### config.mk
export PLATFORM = sky130hd
export DESIGN_NAME = cfg_startup_seq
export DESIGN_NICKNAME = d
export VERILOG_FILES = /design/src/rtl/cfg_startup_seq.sv
export SDC_FILE = /design/constraint.sdc
export NUM_CORES = 1
export LEC_CHECK = 0
export BUFFER_PORTS_ARGS = -buffer_cell sky130_fd_sc_hd__buf_2
export CAP_MARGIN = 0
export CORE_MARGIN = 5
export CORE_UTILIZATION = 53
export DETAILED_ROUTE_END_ITERATION = 8
export PLACE_DENSITY = 0.82
export RECOVER_POWER = 25
export SLEW_MARGIN = 20
export SYNTH_ARGS = -nofsm -noshare
export SYNTH_HDL_FRONTEND = slang
export SYNTH_SLANG_ARGS = --single-unit
### constraint.sdc
create_clock -name clk -period 1.7 [get_ports clk]
set_input_delay 0.085 -clock clk [delete_from_list [all_inputs] [get_ports clk]]
set_output_delay 0.085 -clock clk [all_outputs]
set_load 0.005 [all_outputs]
### src/rtl/cfg_startup_seq.sv
module cfg_startup_seq #(
  parameter int unsigned DELAY_CYC = 3000
) (
  input  logic clk,
  input  logic rst_n,
  input  logic mem_clear_done,
  input  logic master_mode,
  input  logic init_sense,
  input  logic data_err,
  input  logic load_done,
  output logic init_pull,
  output logic status_n,
  output logic cfg_accept,
  output logic user_mode,
  output logic io_float
);
  localparam int unsigned CW = $clog2(DELAY_CYC + 1);

  typedef enum logic [2:0] {
    S_RESET = 3'd0, S_CLEAR = 3'd1, S_WAIT = 3'd2, S_MDLY = 3'd3,
    S_CONFIG = 3'd4, S_ERROR = 3'd5, S_DONE = 3'd6
  } st_t;

  st_t state, state_nx;
  logic sync1, init_s;
  logic [CW-1:0] cnt;
  logic cnt_last;

  assign cnt_last = (cnt == CW'(DELAY_CYC - 1));

  always_ff @(posedge clk or negedge rst_n) begin
    if (!rst_n) begin
      sync1  <= 1'b0;
      init_s <= 1'b0;
    end else begin
      sync1  <= init_sense;
      init_s <= sync1;
    end
  end

  always_comb begin
    state_nx = state;
    case (state)
      S_RESET:  state_nx = S_CLEAR;
      S_CLEAR:  if (mem_clear_done) state_nx = S_WAIT;
      S_WAIT:   if (init_s) state_nx = master_mode ? S_MDLY : S_CONFIG;
      S_MDLY:   if (!init_s) state_nx = S_WAIT;
                else if (cnt_last) state_nx = S_CONFIG;
      S_CONFIG: if (data_err) state_nx = S_ERROR;
                else if (load_done) state_nx = S_DONE;
      default:  state_nx = state;
    endcase
  end

  always_ff @(posedge clk or negedge rst_n) begin
    if (!rst_n) begin
      state <= S_RESET;
      cnt   <= '0;
    end else begin
      state <= state_nx;
      if (state == S_MDLY && state_nx == S_MDLY) cnt <= cnt + 1'b1;
      else cnt <= '0;
    end
  end

  assign init_pull  = (state == S_RESET) || (state == S_CLEAR) || (state == S_ERROR);
  assign cfg_accept = (state == S_CONFIG);
  assign user_mode  = (state == S_DONE);
  assign status_n   = user_mode;
  assign io_float   = ~user_mode;
endmodule


==> metrics.md <==
| Metric | Value |
|---|---|
| Outcome | `finished, final reports clean` |
| Net Count, Synth | `95` |
| Worst slack, placed | `0.0172 ns` |
| Seq pwr share | `0.631` |
| CTS Root Cell | `clkbuf_4` |
| Psw | `0.142 mW` |
| Skew-Pair Late Insertion Delay | `0.29 ns` |
| Worst r2r src | `cnt[3]$_DFF_PN0_` |
| Final Hold Fails | `0` |
| Maxcap violations | `0` |
| Final worst-path cycle share | `0.912` |
| Startpoint types | `flop` |
| Fin area | `961 um^2` |
| Largest net degree at the start of global routing | `18` |
| Placed Area | `912 um^2` |
| H-tree depth | `1` |
| Largest area contributor in the netlist | `dfrtp_1` |
| Crit. Startpoint | `cnt[3]$_DFF_PN0_` |
| Final setup TNS | `0 ns` |
| GP Congestion | `0.833` |
| CTS Buf Count | `3` |
| Die area | `0.00247 mm^2` |
| Clock skew | `0.00634 ns` |
| Yosys warns | `0` |
| Fmax achieved | `645 MHz` |
| Most frequent cells in the layout | `nor2_1, dfrtp_1, buf_2` |
| First-pass GRT wire length | `2800 um` |
| Syn Std Cell Area | `833 um^2` |
| Synth area leaders | `dfrtp_1, xnor2_1, nor2_1, nand2_1, nand3_1` |
| Register-to-Register Path Depth | `4` |
| Hold WC Path Type | `input port to flop` |
| Combinational share of power | `0.034` |
| Die W | `49.7 um` |
| Initial core utilization | `0.553` |
| Port-buffer cells | `11` |
| Least-Margin Pin Slew | `0.904 ns` |
| Setup-failing EPs final | `0` |
| Fraction of layout cells with a size suffix above 1 | `0.190` |
| Num rows | `14` |
| Clock slew at reported path FFs | `0.10 ns` |
| Pins Over Slew Limit | `0` |
| Detailed-placement wirelength estimate | `1120 um` |
| Clk pwr share | `0.335` |
| Final WL | `1520 um` |
| Critical Path AT | `1.73 ns` |
| CP Class | `flop to flop` |
| Power density over the cells | `672 mW/mm^2` |
| Critical Path Fanout Max | `10` |
| DRC | `0` |
| CP Data Required Time | `1.88 ns` |
| Commonest non-fill, non-tap cell in the layout | `nor2_1` |
| Via count | `642` |
| Wirelength per Cell | `12.5 um` |
| Initial antenna violation count | `0` |
| Crit-path cells | `or4b_4, nor3_2, or2_4, nor2_1` |
| Slowest-stage cell, CP | `or4b_4` |
| Initial DRC Count | `11` |
| 1st-pass router iterations | `4` |
| Vias per cell | `5.31` |
| Internal Dissipation | `0.504 mW` |
| P_leak | `0.419 nW` |
| Area added between synthesis and finish | `15.3%` |
| CTS tree | `yes` |
| Post-Synthesis Cells | `87` |
| Avg Inst Size Synth | `9.58 um^2` |
| Min setup slack post-route | `0.150 ns` |
| Number of nets with antenna violations after routing | `0` |
| Register area share after synthesis | `0.511` |
| Total grt overflow | `0` |
| Share of the synthesized area in the top cell type | `0.511` |
| Hold path startpoint | `master_mode` |
| Filler cells | `142` |
| Crit path time final | `1.55 ns` |
| Slowest stage delay, CP | `0.55 ns` |
| Sw Share | `0.220` |
| Synthesis-stage register bit count | `17` |
| Worst slew margin | `0.397` |
| Core ar. | `0.00151 mm^2` |
| Ports | `12` |
| Clock Tree Buf Depth | `2` |
| Yosys cell types | `26` |
| Vias in the first global route | `639` |
| Nets | `114` |
| Die Y | `49.7 um` |
| VDD IR-drop max | `0.451 mV` |
| Crit end category | `flop` |
| Pwr Total | `0.646 mW` |
| Diode count | `0` |
| # clock sinks | `17` |
| RSZ-0062 raised after global routing | `no` |
| Hold depth | `4` |
| Global-route usage over all layers | `0.143` |
final timing paths:
kind                                           end  slack [ns]
worst min-delay path            state[2]$_DFF_PN0_        0.17
max in group asynchronous         cnt[2]$_DFF_PN0_        0.71
worst max register to register   cnt[11]$_DFF_PN0_        0.15
worst max-delay path             cnt[11]$_DFF_PN0_        0.15
worst min register to register    init_s$_DFF_PN0_        0.36
min in group asynchronous         cnt[1]$_DFF_PN0_        0.44
power by group through the flow:
| stage | combinational [mW] | clock, mW | sequential (mW) |
|---|---|---|---|
| after floorplan | 0.00401 | 0 | 0.415 |
| after global placement | 0.0184 | 0 | 0.415 |
| after detailed placement | 0.0191 | 0 | 0.416 |
| after global routing | 0.0255 | 0.248 | 0.408 |
| final | 0.0219 | 0.216 | 0.408 |
| after CTS | 0.0226 | 0.222 | 0.408 |
cell families after synthesis:
family,after synthesis,synth area share
compound gates,7,0.0556
buf+inv,7,0.0450
fa+ha+maj,1,0.0150
simple gates,45,0.269
xor+xnor,10,0.105
flops,17,0.511
cells in the mapped netlist:
cell type,n
nor2_1,19
dfrtp_1,17
xnor2_1,9
nand2_1,7
inv_1,5
nand3_1,4
nor3_1,3
a21oi_1,2
nand3b_1,2
nand4_1,2
nor2b_1,2
a21o_1,1
a31oi_1,1
a32o_1,1
and3b_1,1
buf_4,1
buf_6,1
ha_1,1
nand2b_1,1
nor3_2,1
nor4_1,1
o21ai_0,1
o21bai_1,1
or2_1,1
or4b_4,1
xor2_1,1
layer usage:
layer,wire (um),share of wire,vias up,global-route usage
met1,687,0.45,303,0.181
li1,-,-,323,-
met5,0,0,-,0
met3,92,0.061,0,0.0331
met2,736,0.49,16,0.239
met4,0,0,0,0.0393
timing repair:
item | CTS | global route
resized for setup | 1 | 0
buffers inserted | 0 | 0
hold buffers | 2 | 0
hold endpoints to repair | 18 | 0
endpoints found under the setup margin | 2 | 0
layout make-up:
class | instances | area [um^2] | area share
sequential | 17 | 425 | 0.443
inverter | 5 | 18.8 | 0.0195
tap | 16 | 20.0 | 0.0208
clock inverter | 1 | 5.00 | 0.00521
clock buffer | 3 | 22.5 | 0.0234
multi-input combinational | 63 | 373 | 0.388
timing repair buffer | 16 | 96.3 | 0.100
worst max-delay path: cells and delay by family (launching register included):
kind	cells	cell delay, ns
AND/OR/NAND/NOR	4	1.05
flip-flops	1	0.39
flip-flops by register name (all words and copies together) (netlist names):
register,count
init_s,1
state,3
sync1,1
cnt,12
metrics by stage:
stage	utilization	hold slack (ns)	cells
2_1_floorplan	-	-0.211	87
3_3_place_gp	0.605	0.0161	115
3_5_place_dp	0.605	0.0205	115
4_1_cts	0.639	0.172	121
5_1_grt	0.638	0.200	121
6_report	0.638	0.174	121
Power figures use the tool's default switching activity.
